`config.mk`:
```
export PLATFORM = sky130hd
export DESIGN_NAME = con_tx_port
export DESIGN_NICKNAME = d
export VERILOG_FILES = /design/src/rtl/con_tx_pkg.sv /design/src/rtl/con_tx_timer.sv /design/src/rtl/con_tx_filter.sv /design/src/rtl/con_tx_seq.sv /design/src/rtl/con_tx_regs.sv /design/src/rtl/con_tx_port.sv
export SDC_FILE = /design/constraint.sdc
export NUM_CORES = 1
export LEC_CHECK = 0
export BUFFER_PORTS_ARGS = -buffer_cell sky130_fd_sc_hd__buf_2
export CAP_MARGIN = 20
export CORE_MARGIN = 4
export CORE_UTILIZATION = 45
export DETAILED_ROUTE_END_ITERATION = 10
export PLACE_DENSITY_LB_ADDON = 0.15
export SETUP_SLACK_MARGIN = 0.2
export SLEW_MARGIN = 20
export SYNTH_ARGS = -nofsm -noshare
export SYNTH_HDL_FRONTEND = slang
export SYNTH_HIERARCHICAL = 1
export SYNTH_SLANG_ARGS = --single-unit
```
`constraint.sdc`:
```
create_clock -name clk -period 2.1 [get_ports clk]
set_input_delay 0.315 -clock clk [delete_from_list [all_inputs] [get_ports clk]]
set_output_delay 0.315 -clock clk [all_outputs]
set_load 0.01 [all_outputs]
```
`src/rtl/con_tx_pkg.sv`:
```
package con_tx_pkg;

    localparam int CHAR_W   = 8;
    localparam int READY_BIT = 7;
    localparam int ENA_BIT  = 6;

    typedef enum logic [1:0] {
        TXM_8BIT = 2'd0,
        TXM_7BIT = 2'd1,
        TXM_7SUP = 2'd2,
        TXM_RSV  = 2'd3
    } tx_mode_e;

    typedef enum logic [1:0] {
        SEQ_IDLE  = 2'd0,
        SEQ_WAIT  = 2'd1,
        SEQ_OFFER = 2'd2
    } seq_state_e;

    typedef struct packed {
        logic [CHAR_W-1:0] code;
        logic              drop;
    } tx_char_t;

    function automatic logic is_printing(input logic [6:0] c);
        logic ctl_ok;
        ctl_ok = (c == 7'h08) || (c == 7'h09) || (c == 7'h0A) || (c == 7'h0D);
        return ((c >= 7'h20) && (c != 7'h7F)) || ctl_ok;
    endfunction

    function automatic tx_char_t shape_char(input logic [CHAR_W-1:0] raw,
                                            input tx_mode_e m);
        tx_char_t r;
        r.drop = 1'b0;
        case (m)
            TXM_7BIT: r.code = {1'b0, raw[6:0]};
            TXM_7SUP: begin
                r.code = {1'b0, raw[6:0]};
                r.drop = !is_printing(raw[6:0]);
            end
            default:  r.code = raw;
        endcase
        return r;
    endfunction

endpackage

```
`src/rtl/con_tx_timer.sv`:
```
module con_tx_timer #(
    parameter int CNT_W = 3
) (
    input  logic             clk,
    input  logic             rst,
    input  logic             load,
    input  logic [CNT_W-1:0] load_val,
    input  logic             run,
    output logic             expired
);
    logic [CNT_W-1:0] cnt_q;

    always_ff @(posedge clk) begin
        if (rst) begin
            cnt_q <= '0;
        end else if (load) begin
            cnt_q <= load_val;
        end else if (run && (cnt_q != '0)) begin
            cnt_q <= cnt_q - 1'b1;
        end
    end

    assign expired = (cnt_q == '0);
endmodule

```
`src/rtl/con_tx_filter.sv`:
```
module con_tx_filter
    import con_tx_pkg::*;
#(
    parameter bit SUPPRESS_EN = 1'b1
) (
    input  logic [CHAR_W-1:0] raw,
    input  logic [1:0]        mode,
    output tx_char_t          shaped
);
    generate
        if (SUPPRESS_EN) begin : g_full
            assign shaped = shape_char(raw, tx_mode_e'(mode));
        end else begin : g_nosup
            tx_mode_e eff_mode;
            assign eff_mode = (tx_mode_e'(mode) == TXM_7SUP) ? TXM_7BIT : tx_mode_e'(mode);
            assign shaped   = shape_char(raw, eff_mode);
        end
    endgenerate
endmodule

```
`src/rtl/con_tx_seq.sv`:
```
module con_tx_seq
    import con_tx_pkg::*;
#(
    parameter int DELAY = 6,
    parameter int RETRY = 3,
    parameter int CNT_W = 3
) (
    input  logic             clk,
    input  logic             rst,
    input  logic             restart,
    input  logic             expired,
    input  logic             drop,
    input  logic             tx_ready,
    output logic             tmr_load,
    output logic [CNT_W-1:0] tmr_val,
    output logic             tmr_run,
    output logic             tx_valid,
    output logic             complete
);
    localparam logic [CNT_W-1:0] FIRST_VAL = CNT_W'(DELAY - 1);
    localparam logic [CNT_W-1:0] RETRY_VAL = CNT_W'(RETRY - 1);

    seq_state_e state_q, state_n;

    always_comb begin
        state_n  = state_q;
        tmr_load = 1'b0;
        tmr_val  = FIRST_VAL;
        complete = 1'b0;
        if (restart) begin
            state_n  = SEQ_WAIT;
            tmr_load = 1'b1;
        end else begin
            case (state_q)
                SEQ_WAIT: begin
                    if (expired) begin
                        if (drop) begin
                            state_n  = SEQ_IDLE;
                            complete = 1'b1;
                        end else begin
                            state_n = SEQ_OFFER;
                        end
                    end
                end
                SEQ_OFFER: begin
                    if (tx_ready) begin
                        state_n  = SEQ_IDLE;
                        complete = 1'b1;
                    end else begin
                        state_n  = SEQ_WAIT;
                        tmr_load = 1'b1;
                        tmr_val  = RETRY_VAL;
                    end
                end
                default: state_n = SEQ_IDLE;
            endcase
        end
    end

    always_ff @(posedge clk) begin
        if (rst) state_q <= SEQ_IDLE;
        else     state_q <= state_n;
    end

    assign tmr_run  = (state_q == SEQ_WAIT);
    assign tx_valid = (state_q == SEQ_OFFER);
endmodule

```
`src/rtl/con_tx_regs.sv`:
```
module con_tx_regs
    import con_tx_pkg::*;
(
    input  logic              clk,
    input  logic              rst,
    input  logic              wr_stat,
    input  logic              wr_buf,
    input  logic [CHAR_W-1:0] wdata,
    input  logic              complete,
    output logic [CHAR_W-1:0] char_q,
    output logic [CHAR_W-1:0] stat_word,
    output logic              irq_q
);
    logic ready_q, ena_q;
    logic ena_n, irq_n;

    always_comb begin
        ena_n = wr_stat ? wdata[ENA_BIT] : ena_q;
        irq_n = irq_q;
        if (wr_stat && !wdata[ENA_BIT]) begin
            irq_n = 1'b0;
        end else if (wr_stat && ready_q && !ena_q) begin
            irq_n = 1'b1;
        end
        if (complete && ena_n) begin
            irq_n = 1'b1;
        end
    end

    always_ff @(posedge clk) begin
        if (rst) begin
            char_q  <= '0;
            ready_q <= 1'b1;
            ena_q   <= 1'b0;
            irq_q   <= 1'b0;
        end else if (wr_buf) begin
            char_q  <= wdata;
            ready_q <= 1'b0;
            irq_q   <= 1'b0;
        end else begin
            if (complete) ready_q <= 1'b1;
            ena_q <= ena_n;
            irq_q <= irq_n;
        end
    end

    always_comb begin
        stat_word            = '0;
        stat_word[READY_BIT] = ready_q;
        stat_word[ENA_BIT]   = ena_q;
    end
endmodule

```
`src/rtl/con_tx_port.sv`:
```
module con_tx_port
    import con_tx_pkg::*;
#(
    parameter int DELAY       = 6,
    parameter int RETRY       = 3,
    parameter bit SUPPRESS_EN = 1'b1
) (
    input  logic        clk,
    input  logic        rst,
    input  logic        reg_wr,
    input  logic        reg_addr,
    input  logic [7:0]  reg_wdata,
    output logic [7:0]  stat_rdata,
    output logic        irq,
    input  logic [1:0]  out_mode,
    output logic        tx_valid,
    output logic [7:0]  tx_data,
    input  logic        tx_ready
);
    localparam int SPAN  = (DELAY > RETRY) ? DELAY : RETRY;
    localparam int CNT_W = (SPAN > 1) ? $clog2(SPAN) : 1;

    logic              wr_stat, wr_buf;
    logic              complete, expired;
    logic              tmr_load, tmr_run;
    logic [CNT_W-1:0]  tmr_val;
    logic [CHAR_W-1:0] char_q;
    tx_char_t          shaped;

    assign wr_stat = reg_wr && !reg_addr;
    assign wr_buf  = reg_wr && reg_addr;

    con_tx_regs u_regs (
        .clk       (clk),
        .rst       (rst),
        .wr_stat   (wr_stat),
        .wr_buf    (wr_buf),
        .wdata     (reg_wdata),
        .complete  (complete),
        .char_q    (char_q),
        .stat_word (stat_rdata),
        .irq_q     (irq)
    );

    con_tx_filter #(.SUPPRESS_EN(SUPPRESS_EN)) u_filter (
        .raw    (char_q),
        .mode   (out_mode),
        .shaped (shaped)
    );

    con_tx_timer #(.CNT_W(CNT_W)) u_timer (
        .clk      (clk),
        .rst      (rst),
        .load     (tmr_load),
        .load_val (tmr_val),
        .run      (tmr_run),
        .expired  (expired)
    );

    con_tx_seq #(.DELAY(DELAY), .RETRY(RETRY), .CNT_W(CNT_W)) u_seq (
        .clk      (clk),
        .rst      (rst),
        .restart  (wr_buf),
        .expired  (expired),
        .drop     (shaped.drop),
        .tx_ready (tx_ready),
        .tmr_load (tmr_load),
        .tmr_val  (tmr_val),
        .tmr_run  (tmr_run),
        .tx_valid (tx_valid),
        .complete (complete)
    );

    assign tx_data = shaped.code;
endmodule

```
==> results of run 1 <==
[power by group through the flow]
stage	combinational (W)	sequential [W]	clock, W
6_report	0.000110	0.000332	0.000198
3_3_place_gp	0.000108	0.000339	0
2_1_floorplan	0.0000948	0.000336	0
3_5_place_dp	0.000110	0.000339	0
4_1_cts	0.000111	0.000332	0.000211
5_1_grt	0.000128	0.000335	0.000221
[state kept, by name, indices dropped and copies added (netlist names)]
name and cells:
u_regs/char_q 8, u_regs/irq_q 1, u_timer/cnt_q 3, u_regs/ready_q 1
u_regs/ena_q 1, u_seq/state_q 2
[worst max-delay path, stage by stage (launching register included)]
cell,delay [ps]
dfxtp_1,390
nand4_1,110
nor3_1,140
a31o_1,130
a32oi_1,100
nor3_1,230
a221oi_1,120
a2111oi_1,320
[area by class of cell]
type                    count  area [µm²]
inverters                   9       33.78
flip-flops and latches     16       320.3
well taps                  27       33.78
clock buffers               4       36.28
multi-input cells          73       518.0
fillers                   206       949.7
repair buffers             26       130.1
[path summary, 6_finish.rpt]
check / startpoint / endpoint / depth (start not counted)
worst max register to register: u_regs/char_q[6] / u_regs/irq_q / 7
worst max-delay path: u_regs/char_q[6] / u_regs/irq_q / 7
worst min-delay path: reg_wdata[1] / u_regs/char_q[1] / 3
worst min register to register: u_regs/char_q[7] / u_regs/char_q[7] / 2
[Yosys cell counts, types with 2 or more instances]
cell type | number | share of area (%)
buf_4 | 16 | 12
dfxtp_1 | 16 | 33
nor2_1 | 12 | 4.6
inv_1 | 9 | 3.4
mux2i_1 | 9 | 9.2
ha_1 | 7 | 8.9
nand2_1 | 5 | 1.9
a21oi_1 | 3 | 1.5
nand2b_1 | 3 | 1.9
or3_1 | 3 | 1.9
a31oi_1 | 2 | 1.3
nand3b_1 | 2 | 1.5
nor2b_1 | 2 | 1.3
nor3_1 | 2 | 1.0
[logic make-up after synthesis]
family,Yosys count
AND/OR/NAND/NOR,37
flip-flops,16
XOR/XNOR,1
adder cells (fa/ha/maj),7
other,1
buffers and inverters,27
AO/OA/AOI/OAI,12
multiplexers,10
[per-layer routing]
layer,part of all wire [%],vias to the layer above,global-route usage (%)
met3,9.4,2,5.722
met2,43,26,21.06
li1,-,385,-
met4,0.60,0,2.490
met5,0,-,0
met1,47,317,17.08
[stage by stage]
| stage | worst slack [ps] | util (%) |
|---|---|---|
| after floorplan | 515.0 | - |
| after global placement | 328.8 | 51.24 |
| after detailed placement | 201.5 | 51.24 |
| after CTS | 436.7 | 53.03 |
| after global routing | 238.5 | 53.03 |
| final | 462.3 | 53.03 |
==> metrics.cfg, run 1 <==
[status]
status = complete, no violations

[placed_design]
dpl_cell_area_um2 = 1036
gp_congestion = 0.7978
hpwl_um = 1302
numPortBuffers = 26
placed_cells = 151

[logic_synthesis]
synthXorXnorAreaFrac_pct = 0.8917
synth_area_um2 = 982.2
synth-simple-area-share_pct = 21.02
synthFlopType = dfxtp_1
synth-edff-count = 0
syn_inst = 111
synth_compound_area_share_pct = 9.299
yosys-mux-area-fraction_pct = 10.32
ys_seq_area_share_pct = 32.61
yosys_warnings = 6
syn-mean-instance-area_um2 = 8.849
synth_top_family_by_area = simple AND/OR/NAND/NOR gates
synth_seq_cells = 16
synth_cell_types = 34
synth_adder_area_share_pct = 8.917
synthArstFlopShare_pct = 0

[timing]
setup_viol = 0
finClkSkew_ps = 1.308
whs_ps = 267.3
slew_violations = 0
min_period_over_period_pct = 77.98
fin_tns_setup_ps = 0
fmax_mhz = 610.6
hold_viol_final = 0
rsz0062_at_grt = no
fin_crit_ps = 1638

[power]
p_seq_share_pct = 51.9
leakage_nw = 0.4979
internal_power_w = 0.0004782
vdd_drop_max_mv = 0.4448
switching_share_pct = 25.24
switchingPower_w = 0.0001614
pwr-share-clk_pct = 31.0
p_comb_share_pct = 17.2
power.density_nw_per_um2 = 596.6
power.total_w = 0.0006397

[clock_tree]
clk_pin_slew_ps = 90
htree_levels = 1
cts_setup_buffers = 0
cts_root_buffer = clkbuf_4
cts_buffer_depth = 2
cts_sinks = 16
cts_tree = done
clkLatencyLatePin_ps = 280
cts-resized-gates = 0
ctsHoldBuffers = 0
numCtsBuffers = 3

[global_routing]
first_global_vias = 702
track_usage_pct = 13.42
grt_overflow = 0
grt_max_degree = 17
grt_pass1_wl_um = 2904
antenna_found_initial = 0

[critical_path]
end_kind = register
cp_data_required_time_ps = 2270
worstPathMaxFanout = 4
crit_type = register to register
start_kind = register
cp.arrival_ps = 1810
rrSetupSlack_ps = 460

[cells_and_area]
final_nets = 151
num_antenna_cells = 0
drive_above_1_share_pct = 26.56
fin_cells = 155
final_common_cell = buf_2
stdcell_area_um2 = 1072
final_cell_mix = 26 x buf_2, 16 x dfxtp_1, 12 x nor2_1, 9 x inv_1, 9 x mux2i_1
area_growth_pct = 9.172

[route]
routed_wl_um = 1667
wl_per_cell_um = 10.75
drt-pass1-iter-count = 3
viasPerCell = 4.710
drt_iter0_drc = 9
ant_nets = 0
vias = 730
route.detailed.drc = 0

[floorplanning]
initial_utilization_pct = 48.58
fp.dieArea_um2 = 2994
io_pins = 33
die_h_um = 54.72
rows = 16
core_um2 = 2022
die_w_um = 54.72

[run]
max-cap-violations = 0

[hold_path]
hold_class = input pin to register

(Power assumes the default switching activity.)
==> run 2: changes to the inputs <==
Settings changed: ABC_AREA set to 1.
Clock period 2.1 ns to 1.7 ns, I/O delays scaled along.
==> run 2 against run 1 <==
Net effect: synthesized cell count increased by 50%; routed wire length increased by 20%; die area increased by 8.3%; setup slack got worse by 100 ps; flip-flop and latch count unchanged; non-clock buffer count increased by 1; sequential share of layout area decreased by 2.6 points; first-iteration DRC count increased by 67%; clock skew increased by 3.7 ps; via count increased by 28%; fmax increased by 22%; critical path type unchanged; critical endpoint is now u_timer/cnt_q[1]; largest cell class unchanged.
==> metrics.cfg, run 2 <==
[timing]
fin_tns_setup_ps = 0
slew_violations = 0
min_period_over_period_pct = 78.91
fin_crit_ps = 1341
rsz0062_at_grt = no
hold_viol_final = 0
fmax_mhz = 745.5
whs_ps = 183.5
setup_viol = 0
finClkSkew_ps = 4.985

[clock_tree]
cts_buffer_depth = 2
numCtsBuffers = 3
cts_tree = done
clk_pin_slew_ps = 90
cts_setup_buffers = 0
cts_sinks = 16
clkLatencyLatePin_ps = 290
htree_levels = 1
cts_root_buffer = clkbuf_4

[run]
max-cap-violations = 0

[cells_and_area]
regMostFlops = u_regs/char_q
num_antenna_cells = 0
area_growth_pct = 10.32
largest_reg_flops = 8
final_nets = 208
final_cell_mix = 30 x inv_1, 29 x nand2_1, 27 x nor2_1, 26 x buf_2, 13 x dfxtp_1
final_common_cell = inv_1
drive_above_1_share_pct = 28.11
nFillCells = 247
largestRegisters = u_regs/char_q x8, u_timer/cnt_q x3, u_seq/state_q x2

[critical_path]
r2r-start = u_timer/cnt_q[0]
r2r_end = u_timer/cnt_q[1]
cp.arrival_ps = 1540
rrSetupSlack_ps = 360
max_stage_delay_ps = 360
worstPathMaxFanout = 3
crit_chain = inv_1 > ha_1 > ha_1 > inv_1 > nand2_1 > nand2_2 > inv_1 > nor2_1 > nor2_1
cp_data_required_time_ps = 1890
cp_top_family = adder cells
reg2reg_depth = 9
slowest_stage = dfxtp_1
cp_num_buf_inv = 3
end_kind = register
start_kind = register
crit_type = register to register
critPathMostFrequentCell = inv_1

[placed_design]
numPortBuffers = 26
hpwl_um = 1579
gp_congestion = 0.8383

[floorplanning]
die_w_um = 56.96
core_um2 = 2255
io_pins = 33
die_h_um = 56.96
initial_utilization_pct = 47.84
rows = 17
fp.dieArea_um2 = 3244

[route]
viasPerCell = 4.394
vias = 936
drt-pass1-iter-count = 4
ant_nets = 0
wl_per_cell_um = 9.366
route.detailed.drc = 0
routed_wl_um = 1995
drt_iter0_drc = 15

[logic_synthesis]
synth_area_um2 = 1079
synth_seq_cells = 16
syn_inst = 166
yosys-top-cells-count = 31 x nand2_1, 30 x inv_1, 28 x nor2_1
synthXorXnorAreaFrac_pct = 0
synth_compound_area_share_pct = 10.56
syn-mean-instance-area_um2 = 6.497
yosys-mux-area-fraction_pct = 0
synth-simple-area-share_pct = 27.26
yosys_warnings = 6
synth_top_cell_by_area = dfxtp_1
synth-edff-count = 0
yosysMostFrequentCell = nand2_1
synth_top_family_by_area = simple AND/OR/NAND/NOR gates
synth_cell_types = 18
synth_adder_area_share_pct = 8.121
synth_area_leaders = dfxtp_1 30%, buf_4 11%, nand2_1 11%, inv_1 10%, nor2_1 9.7%
synthArstFlopShare_pct = 0
synthFlopType = dfxtp_1
synth_top_area_share_pct = 29.70
ys_seq_area_share_pct = 29.70

[power]
internal_power_w = 0.0006138
pwr-share-clk_pct = 28.5
p_seq_share_pct = 48.4
p_comb_share_pct = 23.1
leakage_nw = 0.6548
switching_share_pct = 29.79
power.density_nw_per_um2 = 734.6
switchingPower_w = 0.0002604
vdd_drop_max_mv = 0.4923

[global_routing]
track_usage_pct = 12.22
grt_max_degree = 12
first_global_vias = 842
grt_pass1_wl_um = 3284
grt_overflow = 0
antenna_found_initial = 0

[hold_path]
hold_class = input pin to register
worstHoldPathCells = 3
hold_start = reg_wdata[4]
min_to = u_regs/char_q[4]

[status]
status = complete, no violations

==> run 2: cell type report <==
class	count	area [µm²]	area share, %
inverters	34	127.6	10.73
repair buffers	27	137.6	11.57
multi-input cells	104	529.3	44.48
well taps	28	35.03	2.944
clock buffers	4	36.28	3.049
flip-flops and latches	16	324.1	27.23
==> run 2: kinds of logic after synthesis <==
family | Yosys count
other | 1
and+or+nand+nor | 72
AOI/OAI and AO/OA | 19
DFF | 16
buffers and inverters | 51
adders and majority gates | 7
==> run 2: what timing repair did <==
action,in CTS,in global routing
hold endpoints to repair,0,0
setup endpoints to repair,0,4
hold buffers,0,0
resized for setup,0,7
==> run 2: worst register-to-register path, delay by kind of cell (launching register included) <==
family,cells,cell delay [ps]
flops,1,360
buf+inv,3,160
fa+ha+maj,2,410
simple gates,4,310
==> run 2: how the worst max path moves through the flow <==
stage	cells past startpoint	from	endpoint	slack (ps)
after floorplan	12	u_seq/state_q[0]	u_timer/cnt_q[2]	370
after global placement	10	u_seq/state_q[0]	u_timer/cnt_q[0]	290
after CTS	10	u_seq/state_q[0]	u_timer/cnt_q[0]	260
final	9	u_timer/cnt_q[0]	u_timer/cnt_q[1]	360
after detailed placement	10	u_seq/state_q[0]	u_timer/cnt_q[0]	260
after global routing	10	u_regs/char_q[5]	u_regs/irq_q	190
==> run 2: per-layer routing <==
| layer | track usage [%] | vias up | wire [µm] |
|---|---|---|---|
| met3 | 4.299 | 0 | 129 |
| met4 | 0.9934 | 0 | 0 |
| met5 | 0 | - | 0 |
| li1 | - | 518 | - |
| met2 | 20.88 | 23 | 896 |
| met1 | 15.47 | 395 | 968 |
==> run 2: metrics by stage <==
stage               instance area [µm²]  utilization [%]   power, W  instances  worst slack [ps]
floorplan                          1097                -  0.0005978        171             371.3
global placement                   1139            50.50  0.0006271        209             291.1
detailed placement                 1139            50.50  0.0006300        209             262.4
CTS                                1175            52.11  0.0008852        213             255.5
global route                       1190            52.77  0.0009353        213             192.3
finish                             1190            52.77  0.0008741        213             358.6
==> run 2: power groups by stage <==
stage	sequential, W	combinational [W]	clock, W
floorplan	0.000427	0.000170	0
global placement	0.000430	0.000197	0
detailed placement	0.000430	0.000200	0
CTS	0.000422	0.000201	0.000262
global route	0.000426	0.000237	0.000272
finish	0.000423	0.000202	0.000249
==> run 3: changes to the inputs <==
Clock period 1.7 ns to 1.25 ns, I/O delays scaled along.
==> run 3 against run 2 <==
Net effect: the run now ends with setup timing left; clock power rose by 39%; power rose by 56%; first-iteration DRC count rose by 13%; largest power group unchanged; highest routed layer is now met4.
==> metrics.cfg, run 3 (same netlist as run 2, synthesis figures left out) <==
[route]
viasPerCell = 4.483
vias = 1031
drt_iter0_drc = 17
route.detailed.drc = 0
ant_nets = 0
routed_wl_um = 2485
wl_per_cell_um = 10.80
drt-pass1-iter-count = 4

[clock_tree]
cts_tree = done
cts_root_buffer = clkbuf_4
numCtsBuffers = 3
clk_pin_slew_ps = 100
cts_buffer_depth = 2
htree_levels = 1
ctsHoldBuffers = 0
cts_sinks = 16
clkLatencyLatePin_ps = 280

[critical_path]
critPathMostFrequentCell = a21oi_2
r2r-start = u_regs/char_q[0]
crit_type = register to register
max_stage_delay_ps = 370
cp_data_required_time_ps = 1480
slowest_stage = dfxtp_2
end_kind = register
startpoint = u_regs/char_q[0]
worstPathMaxFanout = 3
start_kind = register
crit_chain = nand2_2 > nor2_1 > a21oi_1 > nor2_2 > nand3_2 > a21oi_2 > nand3_1 > a21oi_2
cp.arrival_ps = 1550

[hold_path]
hold_class = input pin to register
hold_start = reg_wdata[5]

[cells_and_area]
largest_reg_flops = 8
regMostFlops = u_regs/char_q
fin_cells = 230
regArea_um2 = 339.1
post-route-util_pct = 68.81
multi_input_area_um2 = 685.7
num_antenna_cells = 0
largestRegisters = u_regs/char_q x8, u_timer/cnt_q x3, u_seq/state_q x2
stdcell_area_um2 = 1551
nFillCells = 192
drive_above_1_share_pct = 53.96
final_nets = 225
area_growth_pct = 43.85
final_cell_mix = 25 x nand2_1, 25 x nor2_1, 22 x buf_2, 16 x inv_2, 15 x inv_1

[timing]
fin_crit_ps = 1325
finClkSkew_ps = 1.783
min_period_over_period_pct = 106.0
setup_viol = 5
fmax_mhz = 754.7
worst_slack_ps = -74.96
fin_tns_setup_ps = -309.4
rsz0062_at_grt = yes
hold_viol_final = 0
slew_violations = 0

[global_routing]
grtUsageMet3_pct = 4.525
grt_pass1_wl_um = 3822
grt_max_degree = 12
grt-busiest-layer = met2
met1_usage_pct = 16.64
grt_overflow = 0
antenna_found_initial = 0
first_global_vias = 902
track_usage_pct = 14.72
use_met2_pct = 26.59

[power]
vdd_drop_max_mv = 1.147
power.density_nw_per_um2 = 881.7
leakage_nw = 0.7957

[floorplanning]
rows = 17
die_w_um = 56.96
io_pins = 33
die_h_um = 56.96
core_um2 = 2255
initial_utilization_pct = 47.84
fp.dieArea_um2 = 3244

[placed_design]
placed_cells = 216
hpwl_um = 1718
numPortBuffers = 26
dpl_cell_area_um2 = 1249
gp_congestion = 0.8300

[status]
violations = setup timing
status = finished with violations

[run]
max-cap-violations = 0

[run 3: path summary, 6_finish.rpt]
path	end	slack [ps]	cells after the start
max	u_regs/irq_q	-70	8
min	u_regs/char_q[5]	120	3
max reg2reg	u_regs/irq_q	-70	8
min reg2reg	u_regs/char_q[7]	500	2
[run 3: power breakdown]
| part | internal [W] | switching (W) | total [W] |
|---|---|---|---|
| clock | 0.000177 | 0.000170 | 0.000347 |
| sequential | 0.000550 | 0.0000298 | 0.000580 |
| combinational | 0.000205 | 0.000235 | 0.000440 |
| total | 0.000933 | 0.000435 | 0.00137 |
[run 3: critical path, delay by kind of cell, from the launching register on]
kind | cells | cell delay [ps]
AND/OR/NAND/NOR | 5 | 520
flip-flops | 1 | 370
AO/OA/AOI/OAI | 3 | 370
[run 3: stage by stage]
| stage | hold slack (ps) | setup WS [ps] | total power, W |
|---|---|---|---|
| 6_report | 118.5 | -74.96 | 0.001368 |
| 4_1_cts | 114.2 | -41.08 | 0.001320 |
| 2_1_floorplan | 242.6 | -36.93 | 0.0008478 |
| 3_3_place_gp | 407.3 | -32.59 | 0.0009052 |
| 5_1_grt | 110.8 | -189.0 | 0.001449 |
| 3_5_place_dp | 416.1 | -100.0 | 0.0009164 |
[run 3: area by class of cell]
class	count	area share, %
timing repair buffer	44	20.65
sequential	16	21.85
multi-input combinational	104	44.19
tap	28	2.258
inverter	34	8.710
clock buffer	4	2.339
[run 3: timing repair]
item                       in CTS  in global routing
setup buffers                   5                  5
pin swaps                      14                 13
gates cloned                    0                  0
resized for setup              35                 26
setup endpoints to repair      11                 12
[run 3: per-layer routing]
layer	vias to the layer above	wire [µm]
met1	457	976
li1	546	-
met4	0	29
met5	-	0
met2	24	1367
met3	4	110
